===== config.mk =====
export PLATFORM = sky130hd
export DESIGN_NAME = nib_down_timer
export DESIGN_NICKNAME = d
export VERILOG_FILES = /design/src/rtl/nib_down_timer.sv
export SDC_FILE = /design/constraint.sdc
export NUM_CORES = 1
export LEC_CHECK = 0
export ABC_CLOCK_PERIOD_IN_PS = 5600
export BUFFER_PORTS_ARGS = -buffer_cell sky130_fd_sc_hd__buf_2
export CORE_MARGIN = 3
export CORE_UTILIZATION = 55
export DETAILED_ROUTE_END_ITERATION = 16
export HOLD_SLACK_MARGIN = 0.08
export PLACE_DENSITY = 0.79
export SLEW_MARGIN = 20
export SYNTH_ARGS = -nofsm -noshare
export SYNTH_HDL_FRONTEND = slang
export SYNTH_SLANG_ARGS = --single-unit

===== constraint.sdc =====
create_clock -name clk -period 5.6 [get_ports clk]
set_clock_uncertainty 0.1 [all_clocks]
set_input_delay 1.12 -clock clk [delete_from_list [all_inputs] [get_ports clk]]
set_output_delay 1.12 -clock clk [all_outputs]
set_load 0.005 [all_outputs]

===== src/rtl/nib_down_timer.sv =====
module nib_down_timer #(
  parameter int PW = 5
) (
  input  logic       clk,
  input  logic       rst_n,
  input  logic       ls_tick,
  input  logic [1:0] run,
  input  logic [1:0] clr,
  input  logic       cascade,
  input  logic [1:0] sel0,
  input  logic [1:0] sel1,
  input  logic [7:0] reload0,
  input  logic [7:0] reload1,
  input  logic [1:0] rd_addr,
  output logic [3:0] rd_data,
  output logic [1:0] uflow
);
  logic [PW-1:0] pre;
  logic [7:0] cnt0, cnt1;
  logic t0, t1, go0, go1;
  wire z0 = (cnt0 == 8'h00);
  wire z1 = (cnt1 == 8'h00);

  always_comb begin
    case (sel0)
      2'd0: t0 = 1'b1;
      2'd1: t0 = &pre[1:0];
      2'd2: t0 = &pre;
      default: t0 = ls_tick;
    endcase
    case (sel1)
      2'd0: t1 = 1'b1;
      2'd1: t1 = &pre[1:0];
      2'd2: t1 = &pre;
      default: t1 = ls_tick;
    endcase
  end

  assign go0 = run[0] & t0;
  assign go1 = cascade ? (go0 & z0) : (run[1] & t1);

  always_ff @(posedge clk) begin
    if (!rst_n) begin
      pre   <= '0;
      cnt0  <= 8'hFF;
      cnt1  <= 8'hFF;
      uflow <= 2'b00;
    end else begin
      pre   <= pre + 1'b1;
      uflow <= 2'b00;
      if (clr[0]) cnt0 <= reload0;
      else if (go0) begin
        if (!z0) cnt0 <= cnt0 - 1'b1;
        else if (cascade) cnt0 <= z1 ? reload0 : 8'hFF;
        else begin
          cnt0     <= reload0;
          uflow[0] <= 1'b1;
        end
      end
      if (clr[1]) cnt1 <= reload1;
      else if (go1) begin
        if (!z1) cnt1 <= cnt1 - 1'b1;
        else begin
          cnt1     <= reload1;
          uflow[1] <= 1'b1;
        end
      end
    end
  end

  always_comb begin
    case (rd_addr)
      2'd0: rd_data = cnt0[3:0];
      2'd1: rd_data = cnt0[7:4];
      2'd2: rd_data = cnt1[3:0];
      default: rd_data = cnt1[7:4];
    endcase
  end
endmodule


Word level (Yosys, flattened, before mapping)
Index checks and enable logic that the tools add are counted.
{"block": "word_totals", "ff_bits": 23, "output_inout_bits": 6, "input_bits": 30}
{"block": "op_classes", "muxes": 14, "eq_ne": 6, "n_addsub": 3, "n_reduce_logical": 11, "n_bitwise": 7}
{"operator": "2-to-1 mux 8 bit", "n": 8}
{"operator": "logical NOT 8 bit", "n": 2}
{"operator": "subtractor 8 x 1 -> 8 bit, second input constant", "n": 2}
{"operator": "one-hot mux 4 bit (3 select lines)", "n": 1}
{"operator": "== test 2 x 1 -> 1 bit, second input constant", "n": 3}
{"operator": "== test 2 bit, second input constant", "n": 3}
{"operator": "logical NOT 2 bit", "n": 3}
{"operator": "one-hot mux 1 bit (3 select lines)", "n": 2}
{"operator": "adder 5 x 1 -> 5 bit, second input constant", "n": 1}
{"operator": "AND reduction 5 bit", "n": 1}
{"operator": "inverter 1 bit", "n": 4}
{"operator": "nonzero test 2 bit", "n": 2}
{"operator": "OR reduction 4 bit", "n": 1}
{"operator": "AND 1 bit", "n": 3}
{"operator": "2-to-1 mux 1 bit", "n": 3}
{"operator": "OR reduction 3 bit", "n": 1}
{"operator": "AND reduction 2 bit", "n": 1}

Longest topological paths before layout
Gate-level depths: netlist (run 1).
{"block": "logic_depth", "ltp_word": 7, "mapped_depth": 9, "ltp_nobuf": 8}

Least setup slack after synthesis (run 1)
OpenSTA, ideal clock, no wires.
{"block": "synth_timing", "path_type": "input-to-output", "from": "input port rd_addr[0]", "to": "output port rd_data[3]", "t_arrival_ns": 1.657, "slack_ns": 2.723, "stages": 1, "required_time_ns": 4.380, "path_cell_list": "mux4_1"}
{"block": "synth_via", "elab_chain_len": 2, "elab_cells_between_ends": 4, "classes_between": "eq/ne: 2; mux: 1; reduce/logical: 1"}
{"item": "from (decl)", "line_no": "14", "text": "input logic [1:0] rd_addr,"}
{"item": "== test 2 bit, or another cell as far along", "line_no": "72", "text": "case (rd_addr)"}
{"item": "one-hot mux 4 bit (3 select lines) *", "line_no": "72"}
{"item": "to (decl)", "line_no": "15", "text": "output logic [3:0] rd_data,"}
Mark *: on every way between the ends. The rest lies on a longest branch, timed or not.

Final worst setup path (run 1)
Same ends and word-level chain as after synthesis.

==> impl_results.md, run 1 <==
- Synth Warn #: 0
- Predominant post-synthesis flop cell: dfxtp_1
- Endpoints failing setup: 0
- Die height: between 50 and 60 µm
- Synth area leader: dfxtp_1
- # hold bufs at CTS: 0
- Worst-Margin Slew: 0.9774 ns
- Cell area after synthesis: between 1500 and 2000 µm²
- Clock-pin slew on the worst setup and hold paths: roughly 0.13 ns
- Critical path class: in2out
- Hold Fails Final Rpt: 0
- WHS: 0.3760 ns
- Ant diodes: 0
- Synth cell types: a little over 50
- Worst path cell trace: buf_2 > mux4_1 > buf_2
- Total of max-cap violations: 0
- Fin worst setup slack: 2.418 ns
- Sequential share of power: 55.5%
- Pins Over Slew Limit: 0
- Starting density of the core: about three fifths
- Crit share post-route: 56.82%
- Register area share after synthesis: 30.07%
- Critical Path Source Type: primary input
- Final RePlAce weighted congestion: slightly below 0.9
- Core Region: approximately 2600 µm²
- Routed wire length per instance: between 15 and 20 µm
- Gr usage total: 25.10%
- Crit path capture type: output port
- Leak: about 0.75 nW
- CTS resizes: 0
- Row Count: 18
- Dpl cells: 240
- Initial antenna violation count: 0
- Post-layout nets: 250
- Maximum vdd drop: about 0.14 mV
- Vias/cell: about 6.4
- Most common cell in the netlist: dfxtp_1
- IO Pins: 36
- Proportion of netlist area held by the largest area contributor: 30.07%
- Post-synth ARST share: 0%
- Clock sinks: 23
- FF+latch count, synth: 23
- Placed cell areas: between 1500 and 2000 µm²
- Crit path max fanout: 4
- Setup Slack @ Placement: 2.418 ns
- Post-Synthesis Cells: 179
- Largest net degree at the start of global routing: 19
- WP data required: about 4.4 ns
- Non-Filler Instances: around 240
- Final instance area: between 1500 and 2000 µm²
- Slew headroom: approximately a third
- CTS tree: yes
- Syn Nets: 214
- Post-DP HPWL: approximately 3000 µm
- Worst min-delay path class: reg2reg
- Buffers on Ports: 35
- R2R Setup Slk: ~3 ns
- Setup_tns: 0 ns
- Synth area leaders: dfxtp_1 30%, mux4_2 4.4%, ha_1 4.1%
- FILL cells: 236
- Tmin final: ~3.2 ns
- Fmax: between 300 and 400 MHz
- Avg Cell Area, Syn: 8.556 µm²
- Commonest cells post-synth: 23 x dfxtp_1, 16 x nor2_1, 12 x o21ai_0
- Setup Buffers After CTS: 0
- Clock power share: 24.2%
- H-tree depth: 1
- Overflow left after global routing: 0
- Total power: 0.3396 mW
- Most used cell, CP: buf_2
- First-pass GRT wire length: around 6700 µm
- Slowest cell on the critical path: mux4_1
- Int Pwr: 0.2350 mW
- Psw: approximately 0.10 mW
- Drt drc: 0
- Final core utilization: about two thirds
- CTS Buf Count: 3
- Switching share of power: between 30% and 40%
- Data arrival, critical path: 1.96 ns
- Post-DRT Antenna Nets: 0
- EDFF count, synth: 0
- DRT Wirelength: between 3000 and 4000 µm
- Total iterations of the first detailed-routing run: 4
- CTS Buffer Depth: 2
- Die area: ~3500 µm²
- Layout cells sized above 1: about a quarter
- Clock Tree Root: clkbuf_4
- Comb pwr share: 20.3%
- Status: completed
- Drt initial violations: roughly 140
- Power per cell area: between 150 and 200 nW/µm²
- Via count: 1562
- Die W: between 50 and 60 µm
- Worst-Skew Late Latency: 0.32 ns
- Vias in the first global route: around 1500
- RSZ-0062 raised after global routing: no
- Crit-path max cell delay: 0.55 ns
- Area Growth Syn to Fin: 14.30%
-- critical path: cells and delay by family --
| family | cells | cell delay, ns |
|---|---|---|
| buffers and inverters | 2 | 0.29 |
| muxes | 1 | 0.55 |
-- registers in the layout, indices dropped and copies added, names as in the netlist --
| signal | count |
|---|---|
| cnt1 | 8 |
| cnt0 | 8 |
| pre | 5 |
| uflow | 2 |
-- power by group through the flow --
| stage | combinational (mW) | clock, mW | sequential (mW) |
|---|---|---|---|
| after global placement | 0.0647 | 0 | 0.191 |
| after detailed placement | 0.0684 | 0 | 0.191 |
| after CTS | 0.0687 | 0.0827 | 0.188 |
| after floorplan | 0.0450 | 0 | 0.187 |
| final | 0.0688 | 0.0823 | 0.189 |
| after global routing | 0.0774 | 0.0890 | 0.190 |
-- placed cells by master (no fill, tap or decap), types with 6 or more instances in the layout --
master,Yosys,final
o21ai_0,12,12
nor2_1,16,16
dfxtp_1,23,23
inv_1,11,11
buf_2,1,35
nand3_1,7,7
a21oi_1,6,6
mux2i_1,6,6
nor3_1,7,7
nand2_1,11,11
-- logic make-up (layout without fill, tap and decap cells) --
group                    count (synthesis)  count (layout)  synth area share (%)
AO/OA/AOI/OAI                           52              52                 24.76
AND/OR/NAND/NOR                         71              71                 25.41
adder cells (fa/ha/maj)                  5               5                 4.085
buffers and inverters                   16              51                 4.493
XOR/XNOR                                 2               2                 1.144
multiplexers                            10              10                 10.05
flip-flops                              23              23                 30.07
-- layer usage --
metal,global-route usage [%],vias up,wire length (µm)
li1,-,748,-
met5,0,-,0
met1,32.43,722,1705
met2,40.54,80,1899
met3,5.044,12,299
met4,10.68,0,85
-- final timing paths --
path              startpoint         end  cells after the start
hold / removal        pre[0]      pre[0]                      1
setup / recovery  rd_addr[0]  rd_data[3]                      3
hold reg to reg       pre[0]      pre[0]                      1
setup reg to reg      pre[0]     cnt1[7]                      9
-- layout make-up --
class / instances / area, µm² / share of cell area [%]
multi-input cells: 140 / 1002 / 57.26
flip-flops and latches: 23 / 460.4 / 26.30
repair buffers: 36 / 182.7 / 10.44
inverters: 11 / 41.29 / 2.359
well taps: 30 / 37.54 / 2.144
clock buffers: 4 / 26.28 / 1.501
(Power assumes the default switching activity.)
==> run 2, diff against run 1 <==
--- a/config.mk
+++ b/config.mk
@@ -5,13 +5,13 @@
 export SDC_FILE = /design/constraint.sdc
 export NUM_CORES = 1
 export LEC_CHECK = 0
-export ABC_CLOCK_PERIOD_IN_PS = 5600
+export ABC_CLOCK_PERIOD_IN_PS = 3300
 export BUFFER_PORTS_ARGS = -buffer_cell sky130_fd_sc_hd__buf_2
 export CORE_MARGIN = 3
-export CORE_UTILIZATION = 55
+export CORE_UTILIZATION = 53
 export DETAILED_ROUTE_END_ITERATION = 16
 export HOLD_SLACK_MARGIN = 0.08
-export PLACE_DENSITY = 0.79
+export PLACE_DENSITY = 0.77
 export SLEW_MARGIN = 20
 export SYNTH_ARGS = -nofsm -noshare
 export SYNTH_HDL_FRONTEND = slang
==> constraint.sdc (replaced) <==
create_clock -name clk -period 3.3 [get_ports clk]
set_clock_uncertainty 0.1 [all_clocks]
set_input_delay 0.66 -clock clk [delete_from_list [all_inputs] [get_ports clk]]
set_output_delay 0.66 -clock clk [all_outputs]
set_load 0.005 [all_outputs]
==> impl_results.md, run 2 (synthesis gave the netlist of run 1 again) <==
- CTS resizes: 0 (unchanged)
- Grt met1 use: 29.76% (was 32.43%)
- Largest net degree at the start of global routing: 19 (unchanged)
- Layout cells sized above 1: 24.19% (was 23.36%)
- M3 GR Usage: 2.160% (was 5.044%)
- Fmax: about 390 MHz
- R2R Setup Slk: 0.72 ns (was 2.95 ns)
- Worst Setup EP: cnt1[7] (was rd_data[3])
- Die area: 3571 µm² (was 3454 µm²)
- Power per cell area: 325.2 nW/µm² (was 194.0 nW/µm²)
- Clock power share: 24.1% (was 24.2%)
- Clock-pin slew on the worst setup and hold paths: 0.14 ns (was 0.13 ns)
- CTS Buf Count: 3 (unchanged)
- Leak: 0.7592 nW (was 0.7547 nW)
- Crit path capture type: register (was output port)
- Vias in the first global route: 1471 (was 1470)
- Pins Over Slew Limit: 0 (unchanged)
- Critical path launch point: pre[0] (was rd_addr[0])
- Vias/cell: 6.180 (was 6.402)
- Clock sinks: 23 (unchanged)
- Sequential share of power: 55.6% (was 55.5%)
- DRT Wirelength: 3820 µm (was 3990 µm)
- Buffers on Ports: 35 (unchanged)
- Hold Fails Final Rpt: 0 (unchanged)
- Commonest cells after routing, fill and taps aside: 35 x buf_2, 23 x dfxtp_1, 16 x nor2_1, 12 x o21ai_0 (unchanged)
- Data arrival, critical path: 2.67 ns (was 1.96 ns)
- Ant diodes: 0 (unchanged)
- Worst-Margin Slew: 0.6960 ns (was 0.9774 ns)
- Drt drc: 0 (unchanged)
- Crit share post-route: 78.13%
- Drt initial violations: 100 (was 144)
- Tmin final: roughly 2.6 ns
- Row Count: 18 (unchanged)
- Core Region: 2613 µm² (was 2567 µm²)
- Psw: 0.1750 mW (was 0.1046 mW)
- Comb pwr share: 20.3% (about the same)
- CTS Buffer Depth: 2 (unchanged)
- Routed wire length per instance: 15.59 µm (was 16.35 µm)
- Die height: 59.76 µm (was 58.77 µm)
- Setup Buffers After CTS: 0 (unchanged)
- IO Pins: 36 (unchanged)
- Overflow left after global routing: 0 (unchanged)
- Gr usage total: 23.78% (was 25.10%)
- Post-DRT Antenna Nets: 0 (unchanged)
- Total power: 0.5728 mW (was 0.3396 mW)
- Die W: 59.76 µm (was 58.77 µm)
- Most Used Layer, Global Route: met2 (unchanged)
- RSZ-0062 raised after global routing: no (unchanged)
- Area Growth Syn to Fin: 15.03% (was 14.30%)
- R2R cell count: 9 (unchanged)
- Switching share of power: 30.56% (was 30.80%)
- Endpoints failing setup: 0 (unchanged)
- Total of max-cap violations: 0 (unchanged)
- Commonest non-fill, non-tap cell in the layout: buf_2 (unchanged)
- Worst min-delay path class: reg2reg (unchanged)
- Crit-path max cell delay: 0.63 ns (was 0.55 ns)
- Setup_tns: 0 ns (unchanged)
- First-pass GRT wire length: 6555 µm (was 6713 µm)
- RR Endpoint: cnt1[7] (unchanged)
- Final RePlAce weighted congestion: 0.9861 (was 0.8939)
- Crit path max fanout: 13 (was 4)
- Maximum vdd drop: 0.2695 mV (was 0.1402 mV)
- Met2 Usage GRT: 41.20% (was 40.54%)
- Via count: 1514 (was 1562)
- Status: completed (unchanged)
- Slew headroom: 53.60% (was 33.92%)
- R2r startpoint: pre[0] (unchanged)
- Clock Tree Root: clkbuf_4 (unchanged)
- Final core utilization: 67.43% (was 68.18%)
- Slowest cell on the critical path: a311oi_2 (was mux4_1)
- WP data required: 3.39 ns (was 4.38 ns)
- Int Pwr: 0.3978 mW (was 0.2350 mW)
- Total iterations of the first detailed-routing run: 4 (unchanged)
- Worst path cell trace: ha_1 > and3_1 > ha_1 > mux2i_1 > a211oi_1 > buf_4 > a311oi_2 > mux2i_1 > o21ai_0 (was buf_2 > mux4_1 > buf_2)
- Post-DP HPWL: 2900 µm (was 3020 µm)
- Worst-Skew Late Latency: 0.32 ns (about the same)
- Post-layout nets: 251 (was 250)
- H-tree depth: 1 (unchanged)
- CTS tree: yes (unchanged)
- Initial antenna violation count: 0 (unchanged)
- Starting density of the core: 58.62% (was 59.65%)
- Regs by FF count: cnt0 x8, cnt1 x8, pre x5 (unchanged)
- Critical path class: reg2reg (was in2out)
- Critical Path Source Type: register (was primary input)
- # hold bufs at CTS: 0 (unchanged)
==> run 2: cell count changes in the layout (fill, tap and decap cells not counted) <==
cell / change
clkinvlp_4: +1
clkbuf_1: -1
buf_4: +1
==> run 2: metrics by stage <==
step / instance area [µm²] / setup slack (ns) / hold WS, ns / cells
2_1_floorplan: 1531 / 1.061 / 0.3175 / 179
3_3_place_gp: 1732 / 0.8351 / 0.3309 / 241
3_5_place_dp: 1732 / 0.7596 / 0.3437 / 241
4_1_cts: 1762 / 0.7177 / 0.3626 / 245
5_1_grt: 1762 / 0.5493 / 0.3968 / 245
6_report: 1762 / 0.7219 / 0.3612 / 245
==> run 2: cell type report <==
type | count | area (µm²)
multi-input cells | 140 | 1002
fillers | 225 | 850.8
flip-flops and latches | 23 | 460.4
repair buffers | 37 | 190.2
inverters | 11 | 41.29
well taps | 30 | 37.54
clock buffers | 3 | 22.52
clock inverters | 1 | 7.507
==> run 2: layer usage <==
metal	up-vias	share of wire [%]
met5	-	0
met4	0	2.1
met3	9	5.0
met2	44	50
met1	714	43
li1	747	-
==> run 2: critical path: cells and delay by family (launching register included) <==
kind / cells / cell delay (ns)
mux: 2 / 0.37
buf+inv: 1 / 0.18
simple gates: 1 / 0.20
flops: 1 / 0.35
fa+ha+maj: 2 / 0.43
compound gates: 3 / 0.80
==> run 2: power groups by stage <==
stage	clock [mW]	sequential, mW	combinational, mW
after detailed placement	0	0.324	0.116
after floorplan	0	0.317	0.0764
final	0.138	0.319	0.116
after CTS	0.140	0.318	0.116
after global placement	0	0.324	0.111
after global routing	0.154	0.322	0.131
==> run 2: worst min path at each step <==
stage / startpoint / to / depth (start not counted)
after floorplan: pre[0] / pre[0] / 1
after global placement: pre[0] / pre[0] / 1
after detailed placement: pre[0] / pre[0] / 1
after CTS: pre[0] / pre[0] / 1
after global routing: pre[0] / pre[0] / 1
final: pre[0] / pre[0] / 1
==> run 3, diff against run 2 <==
--- a/config.mk
+++ b/config.mk
@@ -5,7 +5,7 @@
 export SDC_FILE = /design/constraint.sdc
 export NUM_CORES = 1
 export LEC_CHECK = 0
-export ABC_CLOCK_PERIOD_IN_PS = 3300
+export ABC_CLOCK_PERIOD_IN_PS = 2500
 export BUFFER_PORTS_ARGS = -buffer_cell sky130_fd_sc_hd__buf_2
 export CORE_MARGIN = 3
 export CORE_UTILIZATION = 53
==> constraint.sdc (replaced) <==
create_clock -name clk -period 2.5 [get_ports clk]
set_clock_uncertainty 0.1 [all_clocks]
set_input_delay 0.5 -clock clk [delete_from_list [all_inputs] [get_ports clk]]
set_output_delay 0.5 -clock clk [all_outputs]
set_load 0.005 [all_outputs]
==> impl_results.md, run 3 (synthesis gave the netlist of run 1 again) <==
- Total iterations of the first detailed-routing run: 4 (unchanged)
- Hold Fails Final Rpt: 0 (unchanged)
- Vias/cell: 6.144 (was 6.180)
- IO Pins: 36 (unchanged)
- Vias in the first global route: 1439 (was 1471)
- Psw: 0.2430 mW (was 0.1750 mW)
- Final RePlAce weighted congestion: 0.9054 (was 0.9861)
- CP bufs+invs: 2 (was 1)
- Critical Path Source Type: register (unchanged)
- Worst-Skew Late Latency: 0.33 ns (was 0.32 ns)
- Commonest cells after routing, fill and taps aside: 35 x buf_2, 23 x dfxtp_1, 16 x nor2_1, 12 x o21ai_0 (unchanged)
- Total of max-cap violations: 0 (unchanged)
- Slew headroom: 64.02% (was 53.60%)
- RSZ-0062 raised after global routing: no (unchanged)
- WP data required: 2.66 ns (was 3.39 ns)
- Overflow left after global routing: 0 (unchanged)
- Int Pwr: 0.5297 mW (was 0.3978 mW)
- Via count: 1536 (was 1514)
- Status: completed (unchanged)
- Maximum vdd drop: 0.3346 mV (was 0.2695 mV)
- CP Depth: 10 (was 9)
- Ant diodes: 0 (unchanged)
- First-pass GRT wire length: 6396 µm (was 6555 µm)
- Starting density of the core: 58.62% (unchanged)
- Post-DP HPWL: 2943 µm (was 2900 µm)
- R2R Setup Slk: 0.14 ns (was 0.72 ns)
- Dpl cells: 246 (was 241)
- # hold bufs at CTS: 0 (unchanged)
- Crit share post-route: 94.26% (was 78.13%)
- Drt drc: 0 (unchanged)
- Crit-path max cell delay: 0.41 ns (was 0.63 ns)
- RR Endpoint: cnt0[0] (was cnt1[7])
- CTS Buf Count: 3 (unchanged)
- Initial antenna violation count: 0 (unchanged)
- Regs by FF count: cnt0 x8, cnt1 x8, pre x5 (unchanged)
- Worst path cell trace: ha_1 > and3_1 > ha_1 > mux2i_1 > a211oi_1 > buf_4 > nor2_1 > buf_4 > nor3_1 > o21ai_0 (was ha_1 > and3_1 > ha_1 > mux2i_1 > a211oi_1 > buf_4 > a311oi_2 > mux2i_1 > o21ai_0)
- FF+latch area: 460.4 µm² (unchanged)
- Power per cell area: 429.4 nW/µm² (was 325.2 nW/µm²)
- Die area: 3571 µm² (unchanged)
- Crit path max fanout: 13 (unchanged)
- Die height: 59.76 µm (unchanged)
- Setup Buffers After CTS: 0 (unchanged)
- R2r startpoint: pre[0] (unchanged)
- Post-DRT Antenna Nets: 0 (unchanged)
- Clock Tree Root: clkbuf_4 (unchanged)
- CTS resizes: 0 (unchanged)
- Critical path class: reg2reg (unchanged)
- Comb pwr share: 20.5% (was 20.3%)
- Worst-Margin Slew: 0.5383 ns (was 0.6960 ns)
- Endpoints failing setup: 0 (unchanged)
- DRT Wirelength: 3887 µm (was 3820 µm)
- Post-layout nets: 256 (was 251)
- Slowest cell on the critical path: nor2_1 (was a311oi_2)
- Final core utilization: 68.87% (was 67.43%)
- Pins Over Slew Limit: 0 (unchanged)
- FILL cells: 245 (was 225)
- Buffers on Ports: 35 (unchanged)
- Area Growth Syn to Fin: 17.48% (was 15.03%)
- Worst Setup EP: cnt0[0] (was cnt1[7])
- Data arrival, critical path: 2.52 ns (was 2.67 ns)
- Fmax: 424.3 MHz (was 387.9 MHz)
- Die W: 59.76 µm (unchanged)
- Routed wire length per instance: 15.55 µm (was 15.59 µm)
- Non-Filler Instances: 250 (was 245)
- Commonest non-fill, non-tap cell in the layout: buf_2 (unchanged)
- Layout cells sized above 1: 25.91% (was 24.19%)
- CTS tree: yes (unchanged)
- H-tree depth: 1 (unchanged)
- Gr usage total: 23.03% (was 23.78%)
- Crit path capture type: register (unchanged)
- Clock sinks: 23 (unchanged)
- Multi-input gate area: 1002 µm² (unchanged)
- Sequential share of power: 54.5% (was 55.6%)
- Core Region: 2613 µm² (unchanged)
- Critical path launch point: pre[0] (unchanged)
- Leak: 0.7836 nW (was 0.7592 nW)
- Cell family with most CP delay: simple AND/OR/NAND/NOR gates (was compound AO/OA/AOI/OAI gates)
- Setup_tns: 0 ns (unchanged)
- Drt initial violations: 95 (was 100)
- R2R cell count: 10 (was 9)
- Worst min-delay path class: in2reg (was reg2reg)
- Largest net degree at the start of global routing: 19 (unchanged)
- Switching share of power: 31.45% (was 30.56%)
- Clock power share: 25.0% (was 24.1%)
- Row Count: 18 (unchanged)
- CTS Buffer Depth: 2 (unchanged)
- Clock-pin slew on the worst setup and hold paths: 0.15 ns (was 0.14 ns)
- Tmin final: 2.357 ns (was 2.578 ns)
run 3: cell count changes in the layout (fill, tap and decap cells not counted):
cell   change
buf_4      +5
run 3: per-stage QoR:
stage,instance area [µm²],power [mW],setup WS [ns],hold slack (ns)
after CTS,1799,0.7747,0.1443,0.3075
after global placement,1769,0.5805,0.2714,0.3303
after detailed placement,1769,0.5859,0.1963,0.3403
after global routing,1799,0.8133,0.007830,0.3178
final,1799,0.7727,0.1434,0.3132
after floorplan,1531,0.5188,0.2611,0.3175
run 3: worst reg2reg max path: cells and delay by family, from the launching register on:
family	cells	cell delay, ns
compound gates	2	0.22
fa+ha+maj	2	0.43
buf+inv	2	0.39
flops	1	0.35
mux	1	0.12
simple gates	3	0.66
run 3: how the worst min path moves through the flow:
stage,cells after the start,from,endpoint
5_1_grt,3,reload1[6],cnt1[6]
6_report,3,reload0[2],cnt0[2]
3_5_place_dp,1,pre[0],pre[0]
2_1_floorplan,1,pre[0],pre[0]
4_1_cts,3,reload1[6],cnt1[6]
3_3_place_gp,1,pre[0],pre[0]
run 3: final cells by class:
cell class	instances	area share (%)
multi-input combinational	140	55.70
sequential	23	25.59
timing repair buffer	42	12.66
inverter	11	2.295
tap	30	2.086
clock buffer	3	1.252
clock inverter	1	0.4172
run 3: metal layers:
layer / up-vias / routed length, µm / GRT usage, %
met4: 0 / 34 / 7.278
li1: 751 / - / -
met2: 51 / 1941 / 39.20
met5: - / 0 / 0
met3: 6 / 233 / 4.752
met1: 728 / 1677 / 28.85
run 3: power groups by stage:
stage / combinational [mW] / sequential, mW / clock (mW)
6_report: 0.159 / 0.421 / 0.193
3_5_place_dp: 0.157 / 0.429 / 0
3_3_place_gp: 0.154 / 0.427 / 0
4_1_cts: 0.158 / 0.420 / 0.196
2_1_floorplan: 0.101 / 0.418 / 0
5_1_grt: 0.175 / 0.426 / 0.212
